[src/rtl/sc_cfg_pkg.sv]
package sc_cfg_pkg;
  localparam int DW = 32;
  localparam int AW = 3;

  typedef enum logic [AW-1:0] {
    OFS_KEY  = 3'd0,
    OFS_DEV  = 3'd1,
    OFS_CLK  = 3'd2,
    OFS_ID   = 3'd3,
    OFS_STAT = 3'd4
  } sc_ofs_e;

  localparam logic [DW-1:0] UNLOCK_KEY = 32'h0000_00AA;
  localparam int NPROT = 2;

  function automatic logic ofs_is_guarded(input logic [AW-1:0] a);
    return (a == OFS_DEV) || (a == OFS_CLK);
  endfunction
endpackage

[src/rtl/sc_key_guard.sv]
module sc_key_guard
  import sc_cfg_pkg::*;
(
  input  logic          clk,
  input  logic          rst_n,
  input  logic          wr_en,
  input  logic [AW-1:0] wr_addr,
  input  logic [DW-1:0] wr_data,
  output logic          guard_open,
  output logic          err_flag,
  output logic          commit
);
  logic key_hit;
  logic guarded;
  logic refused;

  always_comb begin
    key_hit = wr_en && (wr_addr == OFS_KEY) && (wr_data == UNLOCK_KEY);
    guarded = wr_en && ofs_is_guarded(wr_addr);
    commit  = guarded && guard_open;
    refused = guarded && !guard_open;
  end

  // any write re-arms or shuts the guard; reads leave it alone
  always_ff @(posedge clk or negedge rst_n) begin
    if (!rst_n) begin
      guard_open <= 1'b0;
    end else if (wr_en) begin
      guard_open <= key_hit;
    end
  end

  always_ff @(posedge clk or negedge rst_n) begin
    if (!rst_n) begin
      err_flag <= 1'b0;
    end else if (refused) begin
      err_flag <= 1'b1;
    end else if (wr_en && (wr_addr == OFS_STAT)) begin
      err_flag <= 1'b0;
    end
  end
endmodule

[src/rtl/sc_lock_regs.sv]
module sc_lock_regs
  import sc_cfg_pkg::*;
#(
  parameter int N = NPROT,
  parameter logic [N*DW-1:0] RST_VALS = '0
) (
  input  logic            clk,
  input  logic            rst_n,
  input  logic [N-1:0]    we,
  input  logic [DW-1:0]   wdata,
  output logic [N*DW-1:0] q
);
  for (genvar i = 0; i < N; i++) begin : g_reg
    always_ff @(posedge clk or negedge rst_n) begin
      if (!rst_n) begin
        q[i*DW +: DW] <= RST_VALS[i*DW +: DW];
      end else if (we[i]) begin
        q[i*DW +: DW] <= wdata;
      end
    end
  end
endmodule

[src/rtl/sc_reset_pulser.sv]
module sc_reset_pulser #(
  parameter int PULSE_CYC = 4
) (
  input  logic clk,
  input  logic rst_n,
  input  logic trig,
  output logic pulse
);
  localparam int CW = $clog2(PULSE_CYC + 1);
  localparam logic [CW-1:0] LOAD = CW'(PULSE_CYC);

  logic [CW-1:0] cnt;

  always_ff @(posedge clk or negedge rst_n) begin
    if (!rst_n) begin
      cnt <= '0;
    end else if (trig) begin
      cnt <= LOAD;
    end else if (cnt != '0) begin
      cnt <= cnt - 1'b1;
    end
  end

  assign pulse = (cnt != '0);
endmodule

[src/rtl/sc_guarded_cfg.sv]
module sc_guarded_cfg
  import sc_cfg_pkg::*;
#(
  parameter logic [DW-1:0] DEVCFG_RST = '0,
  parameter int            SWRST_BIT  = 31,
  parameter int            REV_LSB    = 28,
  parameter int            REV_W      = 4,
  parameter logic [REV_W-1:0] REV_VALUE = 4'h5,
  parameter int            PULSE_CYC  = 4
) (
  input  logic          clk,
  input  logic          rst_n,
  input  logic          bus_sel,
  input  logic          bus_wr,
  input  logic [2:0]    bus_addr,
  input  logic [31:0]   bus_wdata,
  output logic [31:0]   bus_rdata,
  output logic          srst_o
);
  localparam int IDX_DEV = 0;
  localparam int IDX_CLK = 1;
  localparam logic [NPROT*DW-1:0] RSTS = {{DW{1'b0}}, DEVCFG_RST};

  logic              wr_en;
  logic              guard_open;
  logic              err_flag;
  logic              commit;
  logic [NPROT-1:0]  we;
  logic [NPROT*DW-1:0] prot_q;
  logic [DW-1:0]     dev_q;
  logic [DW-1:0]     clk_q;
  logic [DW-1:0]     id_word;
  logic              rst_trig;

  assign wr_en = bus_sel && bus_wr;

  sc_key_guard u_guard (
    .clk        (clk),
    .rst_n      (rst_n),
    .wr_en      (wr_en),
    .wr_addr    (bus_addr),
    .wr_data    (bus_wdata),
    .guard_open (guard_open),
    .err_flag   (err_flag),
    .commit     (commit)
  );

  always_comb begin
    we          = '0;
    we[IDX_DEV] = commit && (bus_addr == OFS_DEV);
    we[IDX_CLK] = commit && (bus_addr == OFS_CLK);
  end

  sc_lock_regs #(.N(NPROT), .RST_VALS(RSTS)) u_regs (
    .clk   (clk),
    .rst_n (rst_n),
    .we    (we),
    .wdata (bus_wdata),
    .q     (prot_q)
  );

  assign dev_q = prot_q[IDX_DEV*DW +: DW];
  assign clk_q = prot_q[IDX_CLK*DW +: DW];

  // request fires on an accepted 1 -> 0 transition of the reset bit
  assign rst_trig = we[IDX_DEV] && dev_q[SWRST_BIT] && !bus_wdata[SWRST_BIT];

  sc_reset_pulser #(.PULSE_CYC(PULSE_CYC)) u_pulse (
    .clk   (clk),
    .rst_n (rst_n),
    .trig  (rst_trig),
    .pulse (srst_o)
  );

  always_comb begin
    id_word = '0;
    id_word[REV_LSB +: REV_W] = REV_VALUE;
  end

  always_comb begin
    unique case (bus_addr)
      OFS_KEY:  bus_rdata = {{(DW-1){1'b0}}, guard_open};
      OFS_DEV:  bus_rdata = dev_q;
      OFS_CLK:  bus_rdata = clk_q;
      OFS_ID:   bus_rdata = id_word;
      OFS_STAT: bus_rdata = {{(DW-1){1'b0}}, err_flag};
      default:  bus_rdata = '0;
    endcase
  end
endmodule

[config.mk]
export PLATFORM = sky130hd
export DESIGN_NAME = sc_guarded_cfg
export DESIGN_NICKNAME = d
export VERILOG_FILES = /design/src/rtl/sc_cfg_pkg.sv /design/src/rtl/sc_key_guard.sv /design/src/rtl/sc_lock_regs.sv /design/src/rtl/sc_reset_pulser.sv /design/src/rtl/sc_guarded_cfg.sv
export SDC_FILE = /design/constraint.sdc
export NUM_CORES = 1
export LEC_CHECK = 0
export BUFFER_PORTS_ARGS = -buffer_cell sky130_fd_sc_hd__buf_2
export CORE_ASPECT_RATIO = 1.4
export CORE_UTILIZATION = 40
export DETAILED_ROUTE_END_ITERATION = 10
export SLEW_MARGIN = 20
export SYNTH_ARGS = -nofsm -noshare
export SYNTH_HDL_FRONTEND = slang
export SYNTH_SLANG_ARGS = --single-unit
[constraint.sdc]
create_clock -name clk -period 1.93 [get_ports clk]
set_clock_uncertainty 0.2 [all_clocks]
set_input_delay 0.4825 -clock clk [delete_from_list [all_inputs] [get_ports clk]]
set_output_delay 0.4825 -clock clk [all_outputs]
set_load 0.05 [all_outputs]
==> metrics.csv <==
stage;metric;value;unit
worst_setup_path;Req. time, crit path;1.25;ns
drt;WL/cell;17.5;um
synthesis;yosys warns;0;
pwr;power share of the combinational group;7.6;%
sta;Worst Tran Pin Value;0.452;ns
clocking;Num CTS Buffers;9;
clocking;H-tree depth;3;
sta;final worst path period share;111;%
floorplan;die area;8270;um2
finish;Reg area;1730;um2
sta;Final TNS setup;-5.16;ns
floorplan;Starting Density;41.1;%
drt;DRC;0;
worst_setup_path;R2R depth;4;
worst_setup_path;critical register-to-register path startpoint;u_guard.guard_open;
finish;Antenna diodes;0;
floorplan;row count;38;
worst_hold_path;Hold Path Class;input pin to flip-flop;
synthesis;async set-reset flop share out of synthesis;100;%
floorplan;die extent in y;107;um
placed_design;Detail Placement HPWL;5.16;mm
synthesis;predominant post-synthesis flop cell;dfrtp_1;
pwr;PD cells;605;nW/um2
finish;area growth from synthesis to final layout;44.1;%
clocking;clock-pin slew on the worst setup and hold paths;0.08;ns
grt;GRT Overall Usage;19.6;%
pwr;Int Pwr;2040;uW
finish;Util after Layout;59.2;%
placed_design;routability-driven placement congestion ratio;0.800;
finish;Fill cells;643;
drt;number of routed nets with antenna violations;0;
sta;minimum clock period;2.13;ns
run_status;violations in the final reports;negative setup slack;
drt;Starting DRT DRC Count;91;
worst_setup_path;Setup crit end kind;primary output;
worst_setup_path;worst-path cell chain;buf_8 -> nor3b_4 -> buf_6 -> buf_12 -> a22o_2 -> buf_6;
worst_hold_path;Hold Crit Depth;2;
sta;final setup margin;-0.205;ns
finish;layout cells sized above 1;46.8;%
worst_setup_path;CP dominant cell by count;buf_6;
worst_hold_path;min-delay src;bus_wdata[3];
finish;multi-input logic area;1570;um2
pwr;sw power;711;uW
pwr;Sequential Power Share;52.6;%
worst_setup_path;FF-to-FF End;u_regs.q[62];
drt;DRT Wirelength;7.48;mm
worst_setup_path;Worst path slowest cell;nor3b_4;
synthesis;Cell variety after synth;33;
synthesis;syn_area_per_cell;13.9;um2
sta;fmax;468;MHz
worst_setup_path;flop-to-flop setup slack;0.28;ns
drt;drt pass-1 iters;4;
job;Max Cap Violations;0;
grt;Overflow after GRT;0;
clocking;CTS sink cnt;69;
sta;RSZ-0062 raised after global routing;true;
worst_setup_path;CP arrival;1.45;ns
synthesis;Post-synth EDFFs;0;
floorplan;Die Wd;77.2;um
synthesis;Yosys reg bits;69;
synthesis;synthesized netlist cell count;227;
worst_setup_path;Setup CP Type;input pin to primary output;
pwr;Sw Share;25.8;%
drt;DR vias/cell;5.25;
placed_design;Cell Area, Placed;3990;um2
finish;fin nets;363;
worst_setup_path;critical-path maximum fanout;15;
sta;setup violators final;30;
finish;most frequent cells in the layout;dfrtp_1 (69), mux2_1 (64), buf_2 (37), buf_4 (28), a22o_4 (25);
pwr;maximum vdd drop;0.000306;V
finish;most common cell after layout, fill and taps aside;dfrtp_1;
worst_setup_path;CP max stage delay;0.25;ns
synthesis;register area share after synthesis;54.6;%
synthesis;Mapped Area;3160;um2
synthesis;Syn Nets;268;
floorplan;core area;7700;um2
finish;final non-filler cell area;4560;um2
drt;vias;2241;
sta;Fin. Hold Viols;0;
clocking;Clock Tree Root;clkbuf_8;
placed_design;PortBufs;71;
clocking;clk buf depth;2;
clocking;clock latency on the worst-skew pair;0.34;ns
sta;Pins Over Slew Limit;0;
floorplan;Top-Level Pins;72;
run_status;outcome;finished with violations;
grt;first-pass GRT wire length;12.3;mm
sta;Slew HR;69.5;%
pwr;P_leak;0.00240;uW
clocking;CTS tree;done;
pwr;Clock power frac;39.9;%
grt;largest net degree at the start of global routing;70;
worst_hold_path;Hold Path End;u_regs.q[3];
grt;initial antenna violation count;0;
grt;vias in the first global route;2410;
worst_setup_path;Startpoint Class;input pin;
## through the flow
| stage | setup WS, ns | power (uW) | instances | hold WS, ns |
|---|---|---|---|---|
| finish | -0.205 | 2760 | 427 | 0.188 |
| global placement | -0.333 | 1670 | 405 | 0.267 |
| CTS | -0.218 | 2780 | 424 | 0.171 |
| floorplan | -0.0628 | 1550 | 227 | -0.0131 |
| global route | -0.248 | 2870 | 427 | 0.172 |
| detailed placement | -0.362 | 1670 | 405 | 0.278 |
## final cells by class
type | count | share of cell area (%)
flip-flops and latches | 69 | 37.9
inverters | 2 | 0.165
repair buffers | 101 | 20.6
clock inverters | 6 | 0.988
well taps | 100 | 2.75
clock buffers | 10 | 3.02
multi-input cells | 139 | 34.5
## flip-flops by register name (all words and copies together), names as in the netlist
signal / cells
u_pulse.cnt: 3
u_guard.guard_open: 1
u_regs.q: 64
u_guard.err_flag: 1
## worst max-delay path by stage
stage / cells past startpoint / start / slack [ns] / end
final: 6 / bus_addr[0] / -0.20 / bus_rdata[14]
after global routing: 6 / bus_addr[1] / -0.25 / bus_rdata[29]
after floorplan: 5 / bus_addr[2] / -0.06 / bus_rdata[11]
after global placement: 6 / bus_addr[0] / -0.33 / bus_rdata[14]
after CTS: 6 / bus_addr[1] / -0.22 / bus_rdata[13]
after detailed placement: 6 / bus_addr[0] / -0.36 / bus_rdata[13]
## kinds of logic (layout without fill, tap and decap cells)
family / after synthesis / in the layout / synth area share [%]
flops: 69 / 69 / 54.6
mux: 66 / 66 / 23.4
compound gates: 40 / 40 / 10.3
simple gates: 29 / 29 / 5.97
buf+inv: 19 / 119 / 4.35
fa+ha+maj: 2 / 2 / 0.791
xor+xnor: 2 / 2 / 0.554
## synthesized netlist by cell type, types with 2 or more instances
master / count / area share (%)
nand4_1: 2 / 0.40
inv_1: 2 / 0.24
and4_1: 2 / 0.55
mux2_1: 64 / 23
ha_1: 2 / 0.79
mux2i_1: 2 / 0.63
a21oi_1: 2 / 0.32
buf_4: 4 / 0.95
nand2_1: 5 / 0.59
clkbuf_1: 2 / 0.24
o21ai_0: 2 / 0.32
nor3b_2: 2 / 0.79
a22o_1: 29 / 8.0
nor4b_1: 2 / 0.55
dfrtp_1: 69 / 55
nor3_1: 2 / 0.32
nor2_1: 3 / 0.36
o31ai_1: 2 / 0.47
buf_2: 5 / 0.79
xnor2_1: 2 / 0.55
buf_6: 6 / 2.1
nor4_1: 5 / 0.99
## repair_timing
item,CTS,global route
resized for setup,77,15
gates cloned,0,1
hold endpoints to repair,69,0
setup endpoints to repair,31,32
buffers inserted,2,2
hold buffers,1,0
pin swaps,2,12
## power groups by stage
stage	sequential (uW)	combinational (uW)	clock (uW)
6_report	1450	209	1100
5_1_grt	1450	229	1190
4_1_cts	1450	207	1120
3_5_place_dp	1480	197	0
3_3_place_gp	1480	196	0
2_1_floorplan	1480	75.3	0
## per-layer routing
metal  share of wire (%)  up-vias  wire, um  track usage [%]
met5                   0        -         0                0
met4                 1.2        0        89             7.01
met3                 3.4        8       255             4.60
met2                  52       45      3920             33.8
met1                  43     1140      3210             23.9
li1                    -     1048         -                -
## worst max-delay path, delay by kind of cell
family	cells	cell delay, ns
AOI/OAI and AO/OA	1	0.15
buffers and inverters	4	0.55
and+or+nand+nor	1	0.25
Note: power is estimated with default switching activity, not from simulation.
